<file path="src/rtl/los_pkg.sv">
// Package: shared helpers for the loss-of-signal detector.
// Assumes: window lengths are positive integers.
package los_pkg;

    typedef enum logic {
        CRIT_SHORT = 1'b0,
        CRIT_LONG  = 1'b1
    } crit_e;

    // Minimum pulses for a 12.5 % density over a window of m intervals.
    function automatic int unsigned min_pulses(input int unsigned m);
        return (m + 7) / 8;
    endfunction

endpackage

</file>
<file path="src/rtl/los_limit_sel.sv">
// Module: los_limit_sel
// Picks the declare length, the clear window length and the minimum pulse
// count from the rate and criteria selections.
// Assumes: all lengths fit in CW bits; selections are quasi-static.
module los_limit_sel #(
    parameter int unsigned CW       = 12,
    parameter int unsigned E1_N_S   = 32,
    parameter int unsigned E1_M_S   = 32,
    parameter int unsigned T1_N_S   = 175,
    parameter int unsigned T1_M_S   = 175,
    parameter int unsigned E1_N_L   = 2048,
    parameter int unsigned E1_M_L   = 2048,
    parameter int unsigned T1_N_L   = 2048,
    parameter int unsigned T1_M_L   = 2048
) (
    input  logic          e1_mode,
    input  logic          crit_sel,
    output logic [CW-1:0] n_lim,
    output logic [CW-1:0] m_lim,
    output logic [CW-1:0] p_min
);
    import los_pkg::*;

    localparam logic [CW-1:0] PE1S = CW'(min_pulses(E1_M_S));
    localparam logic [CW-1:0] PT1S = CW'(min_pulses(T1_M_S));
    localparam logic [CW-1:0] PE1L = CW'(min_pulses(E1_M_L));
    localparam logic [CW-1:0] PT1L = CW'(min_pulses(T1_M_L));

    crit_e crit;
    assign crit = crit_e'(crit_sel);

    // Decode the four limit sets.
    always_comb begin
        if (crit == CRIT_SHORT) begin
            n_lim = e1_mode ? CW'(E1_N_S) : CW'(T1_N_S);
            m_lim = e1_mode ? CW'(E1_M_S) : CW'(T1_M_S);
            p_min = e1_mode ? PE1S : PT1S;
        end else begin
            n_lim = e1_mode ? CW'(E1_N_L) : CW'(T1_N_L);
            m_lim = e1_mode ? CW'(E1_M_L) : CW'(T1_M_L);
            p_min = e1_mode ? PE1L : PT1L;
        end
    end

endmodule

</file>
<file path="src/rtl/los_declare_cnt.sv">
// Module: los_declare_cnt
// Counts consecutive strobed intervals without a pulse and flags the
// interval that completes n_lim of them.
// Assumes: en is low while loss is declared; the count is then held at zero.
module los_declare_cnt #(
    parameter int unsigned CW = 12
) (
    input  logic          clk,
    input  logic          rst_n,
    input  logic          en,
    input  logic          stb,
    input  logic          pulse,
    input  logic [CW-1:0] n_lim,
    output logic          hit
);
    logic [CW-1:0] zcnt;
    logic          last;

    assign last = (zcnt + CW'(1)) >= n_lim;
    assign hit  = en && stb && !pulse && last;

    // Advance, restart or clear the empty-interval run.
    always_ff @(posedge clk) begin
        if (!rst_n || !en) begin
            zcnt <= '0;
        end else if (stb) begin
            if (pulse || last) zcnt <= '0;
            else               zcnt <= zcnt + CW'(1);
        end
    end

    // a pulse in a strobed interval restarts the run.
    p_pulse_restart_r2: assert property (@(posedge clk) disable iff (!rst_n)
        (en && stb && pulse) |=> (zcnt == '0));

    // an unstrobed cycle leaves the run unchanged.
    p_idle_hold_r3: assert property (@(posedge clk) disable iff (!rst_n)
        (en && !stb) |=> (!en || zcnt == $past(zcnt)));

endmodule

</file>
<file path="src/rtl/los_clear_win.sv">
// Module: los_clear_win
// Opens a window of m_lim strobed intervals on a pulse and reports, on the
// last interval, whether at least p_min pulses were seen in it.
// Assumes: en is high only while loss is declared.
module los_clear_win #(
    parameter int unsigned CW = 12
) (
    input  logic          clk,
    input  logic          rst_n,
    input  logic          en,
    input  logic          stb,
    input  logic          pulse,
    input  logic [CW-1:0] m_lim,
    input  logic [CW-1:0] p_min,
    output logic          ok
);
    logic          active;
    logic [CW-1:0] wcnt;
    logic [CW-1:0] pcnt;
    logic [CW-1:0] wnext;
    logic [CW-1:0] pnext;
    logic          at_end;

    assign wnext  = wcnt + CW'(1);
    assign pnext  = pcnt + CW'(pulse);
    assign at_end = wnext >= m_lim;
    assign ok     = en && stb && active && at_end && (pnext >= p_min);

    // Open the window on a pulse, then count intervals and pulses to its end.
    always_ff @(posedge clk) begin
        if (!rst_n || !en) begin
            active <= 1'b0;
            wcnt   <= '0;
            pcnt   <= '0;
        end else if (stb) begin
            if (!active) begin
                active <= pulse;
                wcnt   <= CW'(1);
                pcnt   <= CW'(1);
            end else if (at_end) begin
                active <= 1'b0;
                wcnt   <= '0;
                pcnt   <= '0;
            end else begin
                wcnt   <= wnext;
                pcnt   <= pnext;
            end
        end
    end

    // without a strobed pulse an idle window stays idle.
    p_open_on_pulse_r5: assert property (@(posedge clk) disable iff (!rst_n)
        (!active && !(stb && pulse)) |=> !active);

    // the pulse count never exceeds the interval count.
    p_pulses_bounded_r4: assert property (@(posedge clk) disable iff (!rst_n)
        active |-> (pcnt <= wcnt));

endmodule

</file>
<file path="src/rtl/los_detector.sv">
// Module: los_detector (top)
// Declares loss of signal after a run of empty bit intervals and clears it
// after a pulse-anchored window of sufficient pulse density. It raises a
// maskable one-cycle interrupt on declare and holds a threshold code.
// Assumes: pulse_seen already reflects the amplitude threshold in force.
module los_detector #(
    parameter int unsigned    E1_N_S  = 32,
    parameter int unsigned    E1_M_S  = 32,
    parameter int unsigned    T1_N_S  = 175,
    parameter int unsigned    T1_M_S  = 175,
    parameter int unsigned    E1_N_L  = 2048,
    parameter int unsigned    E1_M_L  = 2048,
    parameter int unsigned    T1_N_L  = 2048,
    parameter int unsigned    T1_M_L  = 2048,
    parameter int unsigned    THR_W   = 5,
    parameter logic [THR_W-1:0] THR_RST = 5'b10101
) (
    input  logic             clk,
    input  logic             rst_n,
    input  logic             bit_stb,
    input  logic             pulse_seen,
    input  logic             e1_mode,
    input  logic             crit_sel,
    input  logic             irq_mask,
    input  logic             thr_we,
    input  logic [THR_W-1:0] thr_din,
    output logic             los,
    output logic             los_irq,
    output logic [THR_W-1:0] thr_code
);
    localparam int unsigned MAX_S = (E1_N_S > T1_N_S) ? E1_N_S : T1_N_S;
    localparam int unsigned MAX_T = (E1_M_S > T1_M_S) ? E1_M_S : T1_M_S;
    localparam int unsigned MAX_U = (E1_N_L > T1_N_L) ? E1_N_L : T1_N_L;
    localparam int unsigned MAX_V = (E1_M_L > T1_M_L) ? E1_M_L : T1_M_L;
    localparam int unsigned MAX_A = (MAX_S > MAX_T) ? MAX_S : MAX_T;
    localparam int unsigned MAX_B = (MAX_U > MAX_V) ? MAX_U : MAX_V;
    localparam int unsigned MAXL  = (MAX_A > MAX_B) ? MAX_A : MAX_B;
    localparam int unsigned CW    = $clog2(MAXL + 1);

    logic [CW-1:0] n_lim;
    logic [CW-1:0] m_lim;
    logic [CW-1:0] p_min;
    logic          decl_hit;
    logic          clr_ok;

    los_limit_sel #(
        .CW(CW),
        .E1_N_S(E1_N_S), .E1_M_S(E1_M_S), .T1_N_S(T1_N_S), .T1_M_S(T1_M_S),
        .E1_N_L(E1_N_L), .E1_M_L(E1_M_L), .T1_N_L(T1_N_L), .T1_M_L(T1_M_L)
    ) u_lim (
        .e1_mode (e1_mode),
        .crit_sel(crit_sel),
        .n_lim   (n_lim),
        .m_lim   (m_lim),
        .p_min   (p_min)
    );

    los_declare_cnt #(.CW(CW)) u_decl (
        .clk  (clk),
        .rst_n(rst_n),
        .en   (!los),
        .stb  (bit_stb),
        .pulse(pulse_seen),
        .n_lim(n_lim),
        .hit  (decl_hit)
    );

    los_clear_win #(.CW(CW)) u_clr (
        .clk  (clk),
        .rst_n(rst_n),
        .en   (los),
        .stb  (bit_stb),
        .pulse(pulse_seen),
        .m_lim(m_lim),
        .p_min(p_min),
        .ok   (clr_ok)
    );

    // Loss state: set on declare, cleared on a good window.
    always_ff @(posedge clk) begin
        if (!rst_n)    los <= 1'b0;
        else if (los)  los <= !clr_ok;
        else           los <= decl_hit;
    end

    // One-cycle interrupt on declare, gated by the mask.
    always_ff @(posedge clk) begin
        if (!rst_n) los_irq <= 1'b0;
        else        los_irq <= decl_hit && !irq_mask;
    end

    // Threshold code holding register.
    always_ff @(posedge clk) begin
        if (!rst_n)      thr_code <= THR_RST;
        else if (thr_we) thr_code <= thr_din;
    end

    // a declare follows a strobed empty interval.
    p_declare_on_empty_r1: assert property (@(posedge clk) disable iff (!rst_n)
        $rose(los) |-> $past(bit_stb && !pulse_seen));

    // a clear follows a strobed interval.
    p_clear_on_strobe_r4: assert property (@(posedge clk) disable iff (!rst_n)
        $fell(los) |-> $past(bit_stb));

    // interrupt matches a declare and the mask.
    p_irq_on_declare_r7: assert property (@(posedge clk) disable iff (!rst_n)
        $rose(los) |-> (los_irq == !$past(irq_mask)));
    p_irq_only_rise_r7: assert property (@(posedge clk) disable iff (!rst_n)
        los_irq |-> $rose(los));

    // the code changes only after a write.
    p_thr_hold_r8: assert property (@(posedge clk) disable iff (!rst_n)
        !$past(thr_we) |-> $stable(thr_code));

endmodule

</file>
<file path="config.mk">
export PLATFORM = sky130hd
export DESIGN_NAME = los_detector
export DESIGN_NICKNAME = d
export VERILOG_FILES = /design/src/rtl/los_pkg.sv /design/src/rtl/los_limit_sel.sv /design/src/rtl/los_declare_cnt.sv /design/src/rtl/los_clear_win.sv /design/src/rtl/los_detector.sv
export SDC_FILE = /design/constraint.sdc
export NUM_CORES = 1
export LEC_CHECK = 0
export BUFFER_PORTS_ARGS = -buffer_cell sky130_fd_sc_hd__buf_2
export CAP_MARGIN = 20
export CORE_MARGIN = 4
export CORE_UTILIZATION = 51
export CTS_CLUSTER_SIZE = 8
export DETAILED_ROUTE_END_ITERATION = 10
export GPL_TIMING_DRIVEN = 0
export HOLD_SLACK_MARGIN = 0.08
export PLACE_DENSITY = 0.67
export SLEW_MARGIN = 20
export SYNTH_ARGS = -nofsm -noshare
export SYNTH_HDL_FRONTEND = slang
export SYNTH_SLANG_ARGS = --single-unit
</file>
<file path="constraint.sdc">
create_clock -name clk -period 8.39 [get_ports clk]
set_clock_uncertainty 0.05 [all_clocks]
set_input_delay 0.839 -clock clk [delete_from_list [all_inputs] [get_ports clk]]
set_output_delay 0.839 -clock clk [all_outputs]
set_load 0.05 [all_outputs]
</file>
# --- Word-level counts from Yosys, hierarchy flattened ---
# Cells that the tools add are included.
classes:
  add_sub_neg: 3
  n_lt_le_gt_ge: 3
  muxes: 12
  reduce_logical: 16
ops:
  columns: ["cell", "n"]
  rows:
  - ["2-to-1 mux 12 bit", 7]
  - ["greater-or-equal comparator 12 bit", 3]
  - ["adder 12 x 1 -> 12 bit, second input constant", 2]
  - ["adder 12 x 1 -> 12 bit", 1]
  - ["logical AND 1 bit", 8]
  - ["2-to-1 mux 8 bit", 1]
  - ["zero test 1 bit", 5]
  - ["2-to-1 mux 5 bit", 1]
  - ["logical OR 1 bit", 3]
  - ["2-to-1 mux 1 bit", 3]
totals:
  regBits: 44
  input_bits: 13
  output_inout_bits: 7
  elab_cells: 41

# --- Logic depth before layout (Yosys ltp) ---
logic_depth:
  depth_word: 7
  depth_mapped: 13
  ltp_nobuf: 11

# --- Hierarchy ---
# A second synthesis with hierarchy kept.
hier_totals:
  hier_cells: 417
  area_unflattened_um2: 3489.6
modules_own_cells:
  columns: ["mod", "instances", "cells_per_inst", "area_per_inst_um2", "seq_area_each_um2"]
  rows:
  - ["los_clear_win", 1, 218, 1898.1, 500.5]
  - ["los_declare_cnt", 1, 138, 1062.3, 240.2]
  - ["los_limit_sel", 1, 37, 266.5, 0.0]
  - ["los_detector", 1, 24, 262.8, 140.1]

# --- Least setup slack after synthesis ---
# No wires, ideal clock.
synth_path:
  path_kind: "input to register"
  startpoint: "input e1_mode"
  endpoint: "register u_clr.pcnt[10]"
  setup_time_ns: 0.070
  t_arrival_ns: 3.152
  required_time_ns: 8.270
  path_slack_ns: 5.117
  cell_stages: 11
  path_buffers: 1
  cell_sequence: "or2_2 inv_1 ha_1 nand2b_1 a211o_1 a211oi_1 o32ai_1 nor4_2 buf_2 a21oi_1 o2bb2ai_1"
synth_between:
  elab_chain_len: 5
synth_lines:
  columns: ["element", "line_no", "rtl"]
  rows:
  - ["start, declared", "los_detector.sv:22", "input logic e1_mode,"]
  - ["2-to-1 mux 8 bit", "los_limit_sel.sv:36", "m_lim = e1_mode ? CW'(E1_M_S) : CW'(T1_M_S);"]
  - ["2-to-1 mux 12 bit", "los_limit_sel.sv:34", "if (crit == CRIT_SHORT) begin"]
  - ["greater-or-equal comparator 12 bit", "los_clear_win.sv:26", "assign at_end = wnext >= m_lim;"]
  - ["2-to-1 mux 12 bit", "los_clear_win.sv:40", "end else if (at_end) begin"]
  - ["2-to-1 mux 12 bit", "los_clear_win.sv:36", "if (!active) begin"]
  - ["end signal, assigned", "los_clear_win.sv:46", "pcnt <= pnext;"]
  - ["end, declared", "los_clear_win.sv:19", "logic [CW-1:0] pcnt;"]
# No other way between the ends.
# A chain may end at the register's enable or synchronous reset.

# --- Final worst setup path ---
layout_path:
  startpoint: "input crit_sel"
  endpoint: "register u_clr.wcnt[2]"
layout_between:
  elab_chain_len: 4
layout_lines:
  columns: ["element", "line_no", "rtl"]
  rows:
  - ["start, declared", "los_detector.sv:23", "input logic crit_sel,"]
  - ["2-to-1 mux 12 bit", "los_limit_sel.sv:34", null]
  - ["greater-or-equal comparator 12 bit", "los_clear_win.sv:26", null]
  - ["2-to-1 mux 12 bit", "los_clear_win.sv:40", null]
  - ["2-to-1 mux 12 bit", "los_clear_win.sv:36", null]
  - ["end signal, assigned", "los_clear_win.sv:45", "wcnt <= wnext;"]
  - ["end, declared", "los_clear_win.sv:18", "logic [CW-1:0] wcnt;"]
# No other way between the ends.

==> results_dict.tcl <==
set metrics [dict create \
    p_int_uw 295 \
    max_slew_margin 0.547 \
    synth-seq-cells 44 \
    slew_viol_final 0 \
    postSynthAreaPerCell_um2 8.28 \
    fin_total_pwr_uw 406 \
    core_area_mm2 0.00520 \
    post-route-period-util 0.437 \
    nets 397 \
    holdWs_ns 0.425 \
    p_leak_uw 0.00120 \
    worst_pin_slew_ns 0.674 \
    startpoint_type "input pin" \
    htreeDepth 2 \
    grt_max_degree 14 \
    comb_power_share 0.119 \
    dr.first_iter.drc_count 89 \
    die_area_mm2 0.00674 \
    yosys-top-cells-area "dfxtp_1, ha_1, xnor2_1" \
    dp.final_hpwl_mm 4.57 \
    post_cts_buffers 0 \
    drive_above_1_share 0.110 \
    synth_flop_cell "dfxtp_1" \
    yosysTopAreaCell "dfxtp_1" \
    clkPwrFrac 0.353 \
    seq_power_share 0.528 \
    antennaDiodeCount 0 \
    clock_path_buffers 2 \
    viasPerCell 5.61 \
    detailed_place.area_mm2 0.00297 \
    clkTransAtPathRegs_ns 0.09 \
    grt_pass1_vias 2271 \
    fin_area_mm2 0.00307 \
    post_cts_resized 0 \
    yosysSeqAreaShare 0.315 \
    drv.max_cap_violation_count 0 \
    synth_cells 338 \
    cts_sinks 44 \
    required_ns 8.57 \
    swShare 0.273 \
    syn2layout_area_growth_pct 9.52 \
    max_stage_delay_ns 0.44 \
    yosysMostFrequentCell "dfxtp_1" \
    cts-root-buf "clkbuf_8" \
    ant_nets 0 \
    num_io_pins 20 \
    fp-row-count 26 \
    synth_common_cells "dfxtp_1, nand2_1, nor2_1" \
    cp_max_fo 10 \
    drc 0 \
    port_buffers 17 \
    place_ws_ns 4.41 \
    ys.warnings.count 0 \
    cts_made_buffers 5 \
    cts_tree "built" \
    async_flop_share 0 \
    grt_overflow 0 \
    fin_crit_ns 3.67 \
    fmax_mhz 272 \
    track_usage 0.201 \
    antenna_found_initial 0 \
    rsz0062_at_grt "false" \
    ir_drop_uv 84.3 \
    num_vias 2429 \
    wl_per_cell_um 14.2 \
    fin_ws_ns 4.72 \
    cp_cell_sequence "buf_2 > or2_2 > inv_1 > ha_1 > nand2b_1 > a211o_1 > a211oi_1 > o32ai_1 > nor2_1 > clkbuf_1 > o211ai_1 > a21oi_1" \
    gp_congestion 0.805 \
    crit_arrival_ns 3.85 \
    dr.pass1.iters 4 \
    hold_buffers 0 \
    critPathCaptureType "register" \
    synth_nets 373 \
    yosysUniqueCellTypes 51 \
    status "finished, final reports clean" \
    die_h_um 82.1 \
    finalSetupTns_ns 0 \
    synth_top_area_frac 0.315 \
    p_sw_uw 111 \
    grt_pass1_wl_mm 10.6 \
    hold_class "register to register" \
    synth-edff-count 0 \
    initial_utilization 0.538 \
    worst_skew_pair.late_latency_ns 0.30 \
    wirelength_mm 6.13 \
    slowest_stage "clkbuf_1" \
    setup_viol 0 \
    die_w_um 82.1 \
    powerDensity_mw_per_mm2 132 \
    finalHoldViolCount 0 \
    r2r_slack_ns 4.91 \
    setup.worst_path.class "input pin to register" \
    synth_area_mm2 0.00280 \
]
-- final timing paths --
path / from / endpoint / depth (start not counted)
worst max-delay path: crit_sel / u_clr.wcnt[2] / 12
worst max register to register: u_clr.wcnt[2] / u_clr.pcnt[10] / 12
worst min register to register: thr_code[2] / thr_code[2] / 2
worst min-delay path: thr_code[2] / thr_code[2] / 2
-- metal layers --
layer,vias to the layer above,wire [um],GRT usage,part of all wire
met3,9,112,0.0329,0.018
met4,0,92,0.0698,0.015
met2,18,2840,0.321,0.46
li1,1281,-,-,-
met1,1121,3080,0.272,0.50
met5,-,0,0,0
-- stage by stage --
step,utilization,instances
final,0.589,433
after global routing,0.589,433
after CTS,0.589,433
after detailed placement,0.571,425
after global placement,0.571,425
after floorplan,-,338
-- sequential cells by signal (all words and copies together), names as in the netlist --
name	flops
u_clr.wcnt	12
los_irq	1
u_clr.active	1
u_clr.pcnt	12
los	1
u_decl.zcnt	12
thr_code	5
-- power by group through the flow --
stage	Combinational, uW	Sequential [uW]	Clock [uW]
2_1_floorplan	26.8	226	0
3_3_place_gp	47.7	219	0
3_5_place_dp	48.4	219	0
4_1_cts	48.5	214	146
5_1_grt	53.7	215	156
6_report	48.2	214	143
-- cell usage in the layout (no fill, tap or decap), drive strengths merged, types with 4 or more instances in the layout --
master / netlist / layout
dfxtp: 44 / 44
nand2: 33 / 33
nor2: 30 / 30
nand3: 24 / 24
ha: 22 / 22
a21oi: 19 / 19
buf: 2 / 19
o21ai: 19 / 19
clkbuf: 10 / 17
xnor2: 16 / 16
inv: 13 / 13
a32oi: 9 / 9
nor3: 7 / 7
and3: 6 / 6
nor2b: 6 / 6
and2: 6 / 6
a22o: 6 / 6
nand4: 5 / 5
or2: 5 / 5
a21o: 5 / 5
mux2i: 5 / 5
xor2: 4 / 4
o211ai: 4 / 4
-- cell families (layout without fill, tap and decap cells) --
group | count (synthesis) | after routing | synth area share
compound gates | 86 | 86 | 0.229
xor+xnor | 20 | 20 | 0.0626
fa+ha+maj | 22 | 22 | 0.0983
buf+inv | 26 | 51 | 0.0367
flops | 44 | 44 | 0.315
mux | 5 | 5 | 0.0179
simple gates | 135 | 135 | 0.241
-- cell type report --
cell class,instances,area (um^2)
multi-input combinational,268,1820
inverter,14,52.6
buffer,12,50.0
timing repair buffer,17,85.1
tap,70,87.6
sequential,44,881
clock inverter,1,7.51
fill,489,2140
clock buffer,7,86.3
-- critical path: cells and delay by family --
kind,cells,cell delay (ns)
compound gates,5,1.04
simple gates,3,0.97
buf+inv,3,0.75
fa+ha+maj,1,0.24
Power figures use the tool's default switching activity.
